`config.mk`:
```
export PLATFORM = sky130hd
export DESIGN_NAME = idec_top
export DESIGN_NICKNAME = d
export VERILOG_FILES = /design/src/rtl/idec_pkg.sv /design/src/rtl/idec_core.sv /design/src/rtl/idec_hold.sv /design/src/rtl/idec_top.sv
export SDC_FILE = /design/constraint.sdc
export NUM_CORES = 1
export LEC_CHECK = 0
export ABC_AREA = 1
export CAP_MARGIN = 40
export CORE_MARGIN = 4
export CORE_UTILIZATION = 44
export DETAILED_ROUTE_END_ITERATION = 16
export DONT_BUFFER_PORTS = 1
export PLACE_DENSITY = 0.68
export SLEW_MARGIN = 20
export SYNTH_ARGS = -nofsm -noshare
export SYNTH_HDL_FRONTEND = slang
export SYNTH_HIERARCHICAL = 1
export SYNTH_SLANG_ARGS = --single-unit
```
`constraint.sdc`:
```
create_clock -name clk -period 2.1 [get_ports clk]
set_clock_uncertainty 0.15 [all_clocks]
set_input_delay 0.42 -clock clk [delete_from_list [all_inputs] [get_ports clk]]
set_output_delay 0.42 -clock clk [all_outputs]
set_load 0.02 [all_outputs]
```
`src/rtl/idec_pkg.sv`:
```
package idec_pkg;
  localparam int WORD_W = 16;
  localparam int REG_W  = 5;
  localparam int HI_W   = 6;
  localparam int IMM_W  = WORD_W + HI_W;
  localparam int OP_W   = 6;
  localparam int AM_W   = 2;
  localparam int LEN_W  = 2;

  typedef enum logic [OP_W-1:0] {
    OP_NOP, OP_MOVI, OP_ORI, OP_ANDI, OP_CMPI, OP_SUBI, OP_SUBCI,
    OP_ADD, OP_ADDC, OP_SUB, OP_SUBC, OP_AND, OP_OR, OP_XOR, OP_MOV,
    OP_CMP, OP_CMPC, OP_CMPSKIP, OP_MUL, OP_ZERO, OP_TEST, OP_SHL, OP_ROTL,
    OP_ADDW, OP_SUBW, OP_FSET, OP_FCLR, OP_JREL, OP_CREL, OP_JABS, OP_CABS,
    OP_LDDIR, OP_STDIR, OP_LDIND, OP_STIND, OP_NOT, OP_NEG, OP_NSWAP,
    OP_INC, OP_SHRA, OP_SHR, OP_ROTR, OP_DEC, OP_RET, OP_RETI
  } op_e;

  typedef enum logic [AM_W-1:0] {
    AM_NONE = 2'd0, AM_POSTINC = 2'd1, AM_PREDEC = 2'd2, AM_DISP = 2'd3
  } am_e;
endpackage

```
`src/rtl/idec_core.sv`:
```
module idec_core
  import idec_pkg::*;
(
  input  logic [WORD_W-1:0] w0,
  input  logic [WORD_W-1:0] w1,
  input  logic              w1_ok,
  output op_e               op,
  output logic [REG_W-1:0]  rd,
  output logic [REG_W-1:0]  rr,
  output logic [IMM_W-1:0]  imm,
  output am_e               am,
  output logic [LEN_W-1:0]  len,
  output logic              undef,
  output logic              trunc
);
  logic [REG_W-1:0] d5, r5;
  logic [7:0]       k8;
  logic             fmt_rr, fmt_ri, is_long, bad;

  assign d5 = w0[8:4];
  assign r5 = {w0[9], w0[3:0]};
  assign k8 = {w0[11:8], w0[3:0]};

  always_comb begin
    op = OP_NOP; rd = '0; rr = '0; imm = '0; am = AM_NONE;
    len = LEN_W'(1); undef = 1'b0; trunc = 1'b0;
    fmt_rr = 1'b0; fmt_ri = 1'b0; is_long = 1'b0; bad = 1'b0;
    casez (w0)
      16'h0000:              op = OP_NOP;
      16'b0000_01??_????_????: begin op = OP_CMPC;    fmt_rr = 1'b1; end
      16'b0000_10??_????_????: begin op = OP_SUBC;    fmt_rr = 1'b1; end
      16'b0000_11??_????_????: begin op = (d5 == r5) ? OP_SHL  : OP_ADD;  fmt_rr = 1'b1; end
      16'b0001_00??_????_????: begin op = OP_CMPSKIP; fmt_rr = 1'b1; end
      16'b0001_01??_????_????: begin op = OP_CMP;     fmt_rr = 1'b1; end
      16'b0001_10??_????_????: begin op = OP_SUB;     fmt_rr = 1'b1; end
      16'b0001_11??_????_????: begin op = (d5 == r5) ? OP_ROTL : OP_ADDC; fmt_rr = 1'b1; end
      16'b0010_00??_????_????: begin op = (d5 == r5) ? OP_TEST : OP_AND;  fmt_rr = 1'b1; end
      16'b0010_01??_????_????: begin op = (d5 == r5) ? OP_ZERO : OP_XOR;  fmt_rr = 1'b1; end
      16'b0010_10??_????_????: begin op = OP_OR;      fmt_rr = 1'b1; end
      16'b0010_11??_????_????: begin op = OP_MOV;     fmt_rr = 1'b1; end
      16'b1001_11??_????_????: begin op = OP_MUL;     fmt_rr = 1'b1; end
      16'b0011_????_????_????: begin op = OP_CMPI;    fmt_ri = 1'b1; end
      16'b0100_????_????_????: begin op = OP_SUBCI;   fmt_ri = 1'b1; end
      16'b0101_????_????_????: begin op = OP_SUBI;    fmt_ri = 1'b1; end
      16'b0110_????_????_????: begin op = OP_ORI;     fmt_ri = 1'b1; end
      16'b0111_????_????_????: begin op = OP_ANDI;    fmt_ri = 1'b1; end
      16'b1110_????_????_????: begin op = OP_MOVI;    fmt_ri = 1'b1; end
      16'b1100_????_????_????: begin op = OP_JREL; imm = IMM_W'($signed(w0[11:0])); end
      16'b1101_????_????_????: begin op = OP_CREL; imm = IMM_W'($signed(w0[11:0])); end
      16'b10?0_????_????_????: begin
        op  = w0[9] ? OP_STIND : OP_LDIND;
        rd  = d5;
        rr  = w0[3] ? REG_W'(28) : REG_W'(30);
        am  = AM_DISP;
        imm = IMM_W'({w0[13], w0[11:10], w0[2:0]});
      end
      16'b1001_0110_????_????, 16'b1001_0111_????_????: begin
        op  = w0[8] ? OP_SUBW : OP_ADDW;
        rd  = {2'b11, w0[5:4], 1'b0};
        imm = IMM_W'({w0[7:6], w0[3:0]});
      end
      16'b1001_00??_????_????: begin
        rd = d5;
        if (w0[3:0] == 4'b0000) begin
          op = w0[9] ? OP_STDIR : OP_LDDIR;
          is_long = 1'b1;
          imm = IMM_W'(w1);
        end else if (w0[3:2] == 2'b01 || w0[1:0] == 2'b11 ||
                     (w0[1:0] == 2'b00 && w0[3:2] != 2'b11)) begin
          bad = 1'b1;
        end else begin
          op = w0[9] ? OP_STIND : OP_LDIND;
          case (w0[3:2])
            2'b11:   rr = REG_W'(26);
            2'b10:   rr = REG_W'(28);
            default: rr = REG_W'(30);
          endcase
          case (w0[1:0])
            2'b01:   am = AM_POSTINC;
            2'b10:   am = AM_PREDEC;
            default: am = AM_NONE;
          endcase
        end
      end
      16'b1001_010?_????_????: begin
        rd = d5;
        casez (w0[3:0])
          4'b0000: op = OP_NOT;
          4'b0001: op = OP_NEG;
          4'b0010: op = OP_NSWAP;
          4'b0011: op = OP_INC;
          4'b0101: op = OP_SHRA;
          4'b0110: op = OP_SHR;
          4'b0111: op = OP_ROTR;
          4'b1010: op = OP_DEC;
          4'b11??: begin
            op = w0[1] ? OP_CABS : OP_JABS;
            rd = '0;
            is_long = 1'b1;
            imm = {w0[8:4], w0[0], w1};
          end
          4'b1000: begin
            rd = '0;
            if (!w0[8]) begin
              op  = w0[7] ? OP_FCLR : OP_FSET;
              imm = IMM_W'(w0[6:4]);
            end else if (w0 == 16'h9508) op = OP_RET;
            else if (w0 == 16'h9518) op = OP_RETI;
            else bad = 1'b1;
          end
          default: bad = 1'b1;
        endcase
      end
      default: bad = 1'b1;
    endcase

    if (fmt_rr) begin rd = d5; rr = r5; end
    if (fmt_ri) begin rd = {1'b1, w0[7:4]}; imm = IMM_W'(k8); end
    if (is_long) len = LEN_W'(2);
    if (bad || (is_long && !w1_ok)) begin
      op = OP_NOP; rd = '0; rr = '0; imm = '0; am = AM_NONE;
      undef = bad;
      trunc = !bad;
    end
  end
endmodule

```
`src/rtl/idec_hold.sv`:
```
module idec_hold #(
  parameter int W = 8
) (
  input  logic         clk,
  input  logic         rst_n,
  input  logic         in_valid,
  output logic         in_ready,
  input  logic [W-1:0] in_data,
  output logic         out_valid,
  input  logic         out_ready,
  output logic [W-1:0] out_data
);
  logic         full;
  logic [W-1:0] held;

  assign in_ready  = !full || out_ready;
  assign out_valid = full;
  assign out_data  = held;

  always_ff @(posedge clk or negedge rst_n) begin
    if (!rst_n) begin
      full <= 1'b0;
      held <= '0;
    end else if (in_ready) begin
      full <= in_valid;
      if (in_valid) held <= in_data;
    end
  end
endmodule

```
`src/rtl/idec_top.sv`:
```
module idec_top
  import idec_pkg::*;
(
  input  logic              clk,
  input  logic              rst_n,
  input  logic              in_valid,
  output logic              in_ready,
  input  logic [WORD_W-1:0] in_word0,
  input  logic [WORD_W-1:0] in_word1,
  input  logic              in_word1_ok,
  output logic              out_valid,
  input  logic              out_ready,
  output logic [OP_W-1:0]   out_op,
  output logic [REG_W-1:0]  out_rd,
  output logic [REG_W-1:0]  out_rr,
  output logic [IMM_W-1:0]  out_imm,
  output logic [AM_W-1:0]   out_amode,
  output logic [LEN_W-1:0]  out_len,
  output logic              out_undef,
  output logic              out_trunc
);
  localparam int PW = OP_W + 2*REG_W + IMM_W + AM_W + LEN_W + 2;

  op_e              c_op;
  am_e              c_am;
  logic [REG_W-1:0] c_rd, c_rr;
  logic [IMM_W-1:0] c_imm;
  logic [LEN_W-1:0] c_len;
  logic             c_undef, c_trunc;
  logic [PW-1:0]    c_pack, q_pack;

  idec_core u_core (
    .w0(in_word0), .w1(in_word1), .w1_ok(in_word1_ok),
    .op(c_op), .rd(c_rd), .rr(c_rr), .imm(c_imm), .am(c_am),
    .len(c_len), .undef(c_undef), .trunc(c_trunc)
  );

  assign c_pack = {c_op, c_rd, c_rr, c_imm, c_am, c_len, c_undef, c_trunc};

  idec_hold #(.W(PW)) u_hold (
    .clk(clk), .rst_n(rst_n),
    .in_valid(in_valid), .in_ready(in_ready), .in_data(c_pack),
    .out_valid(out_valid), .out_ready(out_ready), .out_data(q_pack)
  );

  assign {out_op, out_rd, out_rr, out_imm, out_amode, out_len, out_undef, out_trunc} = q_pack;
endmodule

```
==> results of run 1 <==
[state kept, by name, summed over array words and instances, names as in the netlist]
signal,flops
u_hold/out_data,44
u_hold/out_valid,1
[path summary, 6_finish.rpt]
path / cells past startpoint / endpoint
worst max-delay path: 13 / u_hold/out_data[38]
worst min-delay path: 2 / u_hold/out_data[27]
worst max register to register: 4 / u_hold/out_data[4]
worst min register to register: 2 / u_hold/out_data[2]
max in group asynchronous: 2 / u_hold/out_data[43]
min in group asynchronous: 2 / u_hold/out_data[15]
[per-layer routing]
metal	vias to the layer above	global-route usage
met5	-	0
met4	0	0.08180
met3	23	0.05606
met2	166	0.3924
met1	1761	0.3119
li1	1911	-
[area by class of cell]
type | count | share of cell area
Sequential cell | 45 | 0.2627
Tap cell | 105 | 0.03065
Multi-Input combinational cell | 461 | 0.5315
Timing Repair Buffer | 46 | 0.09749
Clock inverter | 3 | 0.01605
Inverter | 52 | 0.04553
Clock buffer | 5 | 0.01605
[cell families (layout without fill, tap and decap cells)]
kind of cell,Yosys count,in the layout
simple gates,394,394
flops,45,45
buf+inv,76,106
fa+ha+maj,4,4
compound gates,62,62
xor+xnor,1,1
[power groups by stage]
stage	logic [mW]	registers [mW]	clock network, mW
after floorplan	0.430	1.11	0
after global placement	0.522	1.13	0
after detailed placement	0.529	1.13	0
after CTS	0.555	1.11	0.811
after global routing	0.622	1.12	0.847
final	0.553	1.11	0.792
[cells in the final DEF, fill, tap and decap left out, drive strengths merged]
cell type,instances
clkbuf,5
nand4,5
dfrtp,45
nor3,3
a21oi,23
o22ai,1
a21boi,1
bufinv,2
nor3b,4
clkinv,1
a22oi,3
nand2,205
dlygate4sd3,1
nand3,75
o31ai,2
o21bai,2
nor2,102
o21ai,26
buf,45
xor2,1
o221ai,3
o21a,1
ha,4
inv,52
[stage by stage]
| stage | setup slack [ps] | power (mW) |
|---|---|---|
| after CTS | 291.8 | 2.480 |
| after global routing | 91.65 | 2.591 |
| after global placement | 17.68 | 1.650 |
| after floorplan | 8.093 | 1.538 |
| after detailed placement | -27.02 | 1.658 |
| final | 257.8 | 2.455 |
[timing repair]
item | 4_1_cts | 5_1_grt
hold buffers | 2 | 0
setup buffers | 0 | 0
hold endpoints to repair | 45 | 0
==> flow_summary.toml, run 1 <==
[synth]
synthAdderAreaFrac = 0.01314
synth_area_per_cell_um2 = 6.542
netlist.area_leader.share = 0.2958
synth_flop_cell = "dfrtp_1"
synth_area_mm2 = 0.003807
synth-compound-area-share = 0.09366
syn_nets = 623
synth_seq_area_share = 0.2958
ys_ff_latch = 45
synth_cell_types = 36
synth_top_family_by_area = "simple AND/OR/NAND/NOR gates"
yosys.area_share.simple = 0.4887
ys_warn_count = 6
synth.largest_area_cell = "dfrtp_1"
yosysMostFrequentCell = "nand2_1"
synth_edf_count = 0
muxShareOfSynthArea = 0
synthXorXnorAreaFrac = 0.002300
async_flop_share = 1.000
syn_inst = 582
synth_area_leaders = "dfrtp_1 30%, nand2_1 19%, nor2_1 7.4%, nand3_1 7.2%, nand3_2 5.0%"
synth_common_cells = "193 x nand2_1, 75 x nor2_1, 55 x nand3_1, 45 x dfrtp_1, 45 x inv_1"

[worst_setup_path]
critPathArrivalTime_ps = 1890
crit_type = "in -> reg"
path_cells = "clkinv_1 -> ha_1 -> o21bai_1 -> nor2_2 -> nand2_1 -> nand2_1 -> inv_1 -> nor2_1 -> nand2_1 -> nor2_1 -> nor2_1 -> nand3_2 -> nand2_1"
crit_path_max_incr_delay_ps = 320
reg2reg_slack_ps = 560
cp_slowest_cell = "ha_1"
critPathLaunch = "in_word0[8]"
required_ps = 2150
cpMostUsedCell = "nand2_1"
worstSetupEndpointType = "register"
crit_family = "simple AND/OR/NAND/NOR gates"
start_kind = "input port"
r2r-start = "u_hold/out_valid"
path_max_fanout = 8
critPathBufInv = 2

[layout]
multi_input_area_mm2 = 0.002278
stdcell_area_mm2 = 0.004287
fin_util = 0.5165
areaGrowthSynthToFinish_pct = 12.59
drive_gt1_frac = 0.2010
layout.area.seq_mm2 = 0.001126
fin_cells = 717
final_nets = 652
insertedDiodeCount = 0
fillers = 859

[floorplanning]
ioPinCount = 83
start_util = 0.4588
die_w_um = 101.0
row_count = 33
core-area_mm2 = 0.008299
die_h_um = 101.0
fp.dieArea_mm2 = 0.01021

[sta]
worstMarginPinSlew_ps = 447.0
slew_violations = 0
finalSetupViolations = 0
tns_ps = 0
hold_viol = 0
rsz0062_at_grt = "false"
slew_headroom = 0.7020
whs_ps = 95.00
period_minus_slack_ps = 1842
timing.fmax_mhz = 542.8
period_share = 0.8772

[drt]
dr_wl_met2_um = 5541
ant_nets = 0
via_count = 3861
wl_met3_um = 1118
vias_per_cell = 5.385
wl_per_cell_um = 16.64
drt_iter0_drc = 294
drt_wl_total_um = 11930
routed.top_layer = "met4"
wl_met1_um = 4954
drt_first_pass_iters = 5
drc_errors = 0

[global_route]
grtUsageTotal = 0.2404
grt_pass1_vias = 3835
grt_start_max_net_pins = 46
overflow = 0
antenna_found_initial = 0
grt_first_pass_wirelength_um = 19330

[worst_hold_path]
hp-class = "in -> reg"
hold_start = "in_valid"

[cts]
cts_root_buf = "clkbuf_8"
ctsResizeCount = 0
cts_made_buffers = 5
path_clk_slew_ps = 90
clock_latency_ps = 300
cts_sinks = 45
htreeDepth = 2
tritoncts = "done"
cts_buffer_depth = 2

[place]
post-dp-hpwl_um = 9500
port_buffers = 0
post_dp_cell_area_mm2 = 0.004111
gp_congestion = 1.061
dp.cells = 707

[power_and_ir_drop]
swShare = 0.3356
pwr-share-comb = 0.225
p_int_mw = 1.631
power_density_mw_per_mm2 = 572.7
p_switching_mw = 0.8238
power.share.clock = 0.323
irDropWorstVdd_mv = 0.3850
seqPwrFrac = 0.452
leakagePower_nw = 2.304

[run]
drv_cap = 0

[run_status]
status = "finished clean"
Power figures use the tool's default switching activity.
==> run 2: changes to the inputs <==
clock period = 1.9 ns   (was 2.1 ns; I/O delays follow)
==> run 2 against run 1 <==
  * Core utilization is 2.6 points higher
  * Final cell count increased by 3.8%
  * Sequential share of layout area decreased by 1.3 points
  * Global-route usage grew 0.55 points
  * Flip-flop and latch count stayed put
  * Die area stayed put
  * Total power rose by 12%
  * Clock-buffer cell count unchanged
  * Clock power rose by 10%
  * First-iteration DRC count fell by 34%
  * Hold slack worse by 39 ps
  * Critical path depth decreased by 2
==> flow_summary.toml, run 2 (synthesis gave the netlist of run 1 again) <==
[cts]
cts_made_buffers = 5
cts_root_buf = "clkbuf_8"
htreeDepth = 2
cts_buffer_depth = 2
path_clk_slew_ps = 100
tritoncts = "done"
cts_sinks = 45
clock_latency_ps = 300

[power_and_ir_drop]
power_density_mw_per_mm2 = 611.7
irDropWorstVdd_mv = 0.3917
leakagePower_nw = 2.439

[worst_hold_path]
whs_path_depth = 2
hp-class = "in -> reg"
hold_start = "in_valid"
worstHoldEndpoint = "u_hold/out_data[27]"

[global_route]
grt_start_max_net_pins = 46
grtUsageTotal = 0.2460
grt_first_pass_wirelength_um = 19770
antenna_found_initial = 0
grt_pass1_vias = 3990
overflow = 0

[worst_setup_path]
path_max_fanout = 7
worstSetupEndpointType = "register"
reg2reg_slack_ps = 300
path_cells = "inv_1 -> ha_1 -> o21bai_1 -> nor2_2 -> nand2_1 -> o21ai_1 -> nand3_1 -> nor2_1 -> nor2_1 -> nand3_1 -> nand2_1"
start_kind = "input port"
critPathArrivalTime_ps = 1800
crit_type = "in -> reg"
crit_path_max_incr_delay_ps = 250
r2r-start = "u_hold/out_valid"
crit_family = "simple AND/OR/NAND/NOR gates"
r2r_end = "u_hold/out_data[10]"
cp_slowest_cell = "ha_1"
worstRegToRegCells = 4
required_ps = 1940
critPathBufInv = 1

[drt]
vias_per_cell = 5.276
drc_errors = 0
drt_iter0_drc = 195
wl_per_cell_um = 16.36
via_count = 3925
drt_wl_total_um = 12170
ant_nets = 0
drt_first_pass_iters = 5

[sta]
worst_slack_ps = 136.4
worstMarginPinSlew_ps = 446.0
slew_violations = 0
finalSetupViolations = 0
period_share = 0.9282
slew_headroom = 0.7024
timing.fmax_mhz = 567.0
period_minus_slack_ps = 1764
rsz0062_at_grt = "true"
hold_viol = 0

[floorplanning]
row_count = 33
core-area_mm2 = 0.008299
fp.dieArea_mm2 = 0.01021
ioPinCount = 83
die_h_um = 101.0
die_w_um = 101.0
start_util = 0.4588

[place]
post-dp-hpwl_um = 9811
gp_congestion = 0.9479
dp_slack_ps = -228.1
port_buffers = 0

[layout]
final_common_cell = "nand2_1"
final_nets = 679
areaGrowthSynthToFinish_pct = 18.24
mostFrequentLayoutCells = "190 x nand2_1, 73 x nor2_1, 68 x buf_4"
fin_util = 0.5424
insertedDiodeCount = 0
drive_gt1_frac = 0.2441
multi_input_area_mm2 = 0.002298
fillers = 860
layout.area.seq_mm2 = 0.001126
largest_reg_flops = 44

[run_status]
status = "finished clean"

[run]
drv_cap = 0
## run 2: cell count changes in the layout (fill, tap and decap cells not counted), sizes merged
cell	before	now
buf	45	72
## run 2: where the power goes
part,total [mW],switching (mW),leakage (nW),internal (mW)
Combinational,0.655,0.395,1.77,0.260
Clock,0.872,0.342,0.0687,0.530
Sequential,1.23,0.181,0.603,1.05
Total,2.75,0.918,2.44,1.84
## run 2: what timing repair did
item / 4_1_cts / 5_1_grt
setup endpoints to repair: 0 / 19
hold endpoints to repair: 45 / 0
hold buffers: 2 / 0
setup buffers: 0 / 0
gates resized for setup: 0 / 3
## run 2: layout make-up
cell class / instances / share of cell area
multi-input combinational: 461 / 0.5106
sequential: 45 / 0.2501
timing repair buffer: 73 / 0.1351
inverter: 52 / 0.04447
tap: 105 / 0.02918
clock buffer: 5 / 0.01529
clock inverter: 3 / 0.01529
## run 2: metrics by stage
| step | instance area [µm²] | setup TNS, ps | hold slack [ps] | power (mW) | cells |
|---|---|---|---|---|---|
| after global routing | 4502 | -1.129 | 57.95 | 2.893 | 744 |
| after detailed placement | 4317 | -6236 | -64.56 | 1.873 | 734 |
| after CTS | 4492 | 0 | 46.15 | 2.781 | 744 |
| after global placement | 4317 | -5721 | -64.64 | 1.864 | 734 |
| after floorplan | 3825 | 0 | -65.59 | 1.702 | 582 |
| final | 4502 | 0 | 56.04 | 2.754 | 744 |
## run 2: metal layers
| metal | up-vias | GRT usage | share of wire |
|---|---|---|---|
| li1 | 1965 | - | - |
| met1 | 1778 | 0.2894 | 0.40 |
| met2 | 145 | 0.4197 | 0.47 |
| met3 | 37 | 0.06782 | 0.081 |
| met4 | 0 | 0.1033 | 0.040 |
| met5 | - | 0 | 0 |
## run 2: worst max-delay path by stage
stage,from,to,slack (ps),cells past startpoint
2_1_floorplan,in_word0[1],u_hold/out_data[36],0.3,11
3_3_place_gp,in_word0[14],u_hold/out_data[15],-210,12
3_5_place_dp,in_word0[14],u_hold/out_data[15],-230,12
4_1_cts,in_word0[14],u_hold/out_data[15],90,12
5_1_grt,in_word0[14],u_hold/out_data[12],-1,14
6_report,in_word0[9],u_hold/out_data[41],140,11
==> run 3: changes to the inputs <==
CORE_UTILIZATION = 55   (was 44)
PLACE_DENSITY = 0.79   (was 0.68)
==> run 3 against run 2 <==
  * Core utilization rose by 11 points
  * Hold slack better by 6.7 ps
  * Sequential share of layout area up 0.66 points
  * Critical path depth unchanged
==> flow_summary.toml, run 3 (synthesis gave the netlist of run 1 again) <==
[layout]
mostFrequentLayoutCells = "191 x nand2_1, 73 x nor2_1, 63 x buf_4"
drive_gt1_frac = 0.2366
largest_reg_flops = 44
final_common_cell = "nand2_1"
multi_input_area_mm2 = 0.002296
insertedDiodeCount = 0
stdcell_area_mm2 = 0.004387
fillers = 661
areaGrowthSynthToFinish_pct = 15.22
layout.area.seq_mm2 = 0.001126
final_nets = 674
fin_util = 0.6493

[worst_setup_path]
crit_type = "in -> reg"
path_cells = "inv_1 -> nor2_1 -> nand2_2 -> nor2_2 -> o21ai_2 -> a21oi_2 -> nand3_4 -> buf_12 -> nor2_2 -> nand3_2 -> nand2_1"
worstSetupEndpointType = "register"
critPathArrivalTime_ps = 1860
cp_slowest_cell = "a21oi_2"
cpMostUsedCell = "nor2_2"
path_max_fanout = 19
start_kind = "input port"
required_ps = 1990
crit_path_max_incr_delay_ps = 220

[floorplanning]
die_h_um = 91.20
ioPinCount = 83
row_count = 30
fp.dieArea_mm2 = 0.008317
die_w_um = 91.20
start_util = 0.5635
core-area_mm2 = 0.006756

[cts]
post_cts_buffers = 0
cts_made_buffers = 5
tritoncts = "done"
cts_buffer_depth = 2
cts_sinks = 45
htreeDepth = 2
path_clk_slew_ps = 90
clock_latency_ps = 300
cts_root_buf = "clkbuf_8"

[global_route]
grt_first_pass_wirelength_um = 19290
antenna_found_initial = 0
overflow = 0
grtUsageTotal = 0.2895
grt_start_max_net_pins = 46
grt_pass1_vias = 3823

[sta]
slew_violations = 0
finalSetupViolations = 0
period_minus_slack_ps = 1775
slew_headroom = 0.7019
tns_ps = 0
rsz0062_at_grt = "false"
timing.fmax_mhz = 563.4
worstMarginPinSlew_ps = 447.2
period_share = 0.9341
hold_viol = 0
whs_ps = 62.79

[run]
drv_cap = 0

[power_and_ir_drop]
power_density_mw_per_mm2 = 566.6
power_mw = 2.486
leakagePower_nw = 2.391
irDropWorstVdd_mv = 0.4686

[drt]
vias_per_cell = 5.598
wl_per_cell_um = 16.46
drt_iter0_drc = 324
drt_wl_total_um = 11760
via_count = 3997
drt_first_pass_iters = 5
ant_nets = 0
drc_errors = 0

[place]
post-dp-hpwl_um = 9446
post_dp_cell_area_mm2 = 0.004248
gp_congestion = 1.079
port_buffers = 0

[worst_hold_path]
hp-class = "in -> reg"

[run_status]
status = "finished clean"
run 3: cell types whose count changed in the layout (fill, tap and decap cells not counted):
cell and change:
bufinv_16 -2, buf_4 -5, clkinvlp_4 +1, nand2_2 -1, nand2_1 +1, clkinv_4 +1
run 3: through the flow:
stage	cells	worst slack, ps
after detailed placement	704	-252.5
after global placement	704	-229.4
final	714	125.1
after floorplan	582	0.2984
after CTS	714	64.12
after global routing	714	3.493
run 3: routing by layer:
metal,global-route usage,share of wire,vias to the layer above
met5,0,0,-
met4,0.1055,0.036,0
met3,0.07954,0.10,31
met2,0.4893,0.46,202
met1,0.3515,0.40,1819
li1,-,-,1945
run 3: layout make-up:
type / instances / area share
multi-input cells: 461 / 0.5234
flip-flops and latches: 45 / 0.2567
repair buffers: 68 / 0.1301
inverters: 52 / 0.04564
well taps: 80 / 0.02282
clock buffers: 5 / 0.01569
clock inverters: 3 / 0.005705
run 3: final timing paths:
| kind | cells after the start | startpoint | end | slack, ps |
|---|---|---|---|---|
| max in group asynchronous | 2 | rst_n | u_hold/out_data[30] | 930 |
| hold reg to reg | 2 | u_hold/out_data[2] | u_hold/out_data[2] | 470 |
| setup reg to reg | 4 | u_hold/out_valid | u_hold/out_data[6] | 310 |
| hold / removal | 2 | in_valid | u_hold/out_data[38] | 60 |
| setup / recovery | 11 | in_word0[15] | u_hold/out_data[9] | 130 |
| min in group asynchronous | 2 | rst_n | u_hold/out_data[19] | 470 |
run 3: power breakdown:
part,total [mW],internal (mW),switching (mW)
sequential,1.23,1.05,0.180
combinational,0.648,0.253,0.396
clock,0.612,0.266,0.346
total,2.49,1.56,0.922
run 3: critical path: cells and delay by family:
kind | cells | cell delay, ps
AOI/OAI and AO/OA | 2 | 320
buffers and inverters | 2 | 220
and+or+nand+nor | 7 | 930
run 3: what timing repair did:
action | 4_1_cts | 5_1_grt
gates resized for setup | 0 | 2
hold buffers | 2 | 0
endpoints found under the setup margin | 0 | 27
hold endpoints to repair | 45 | 0
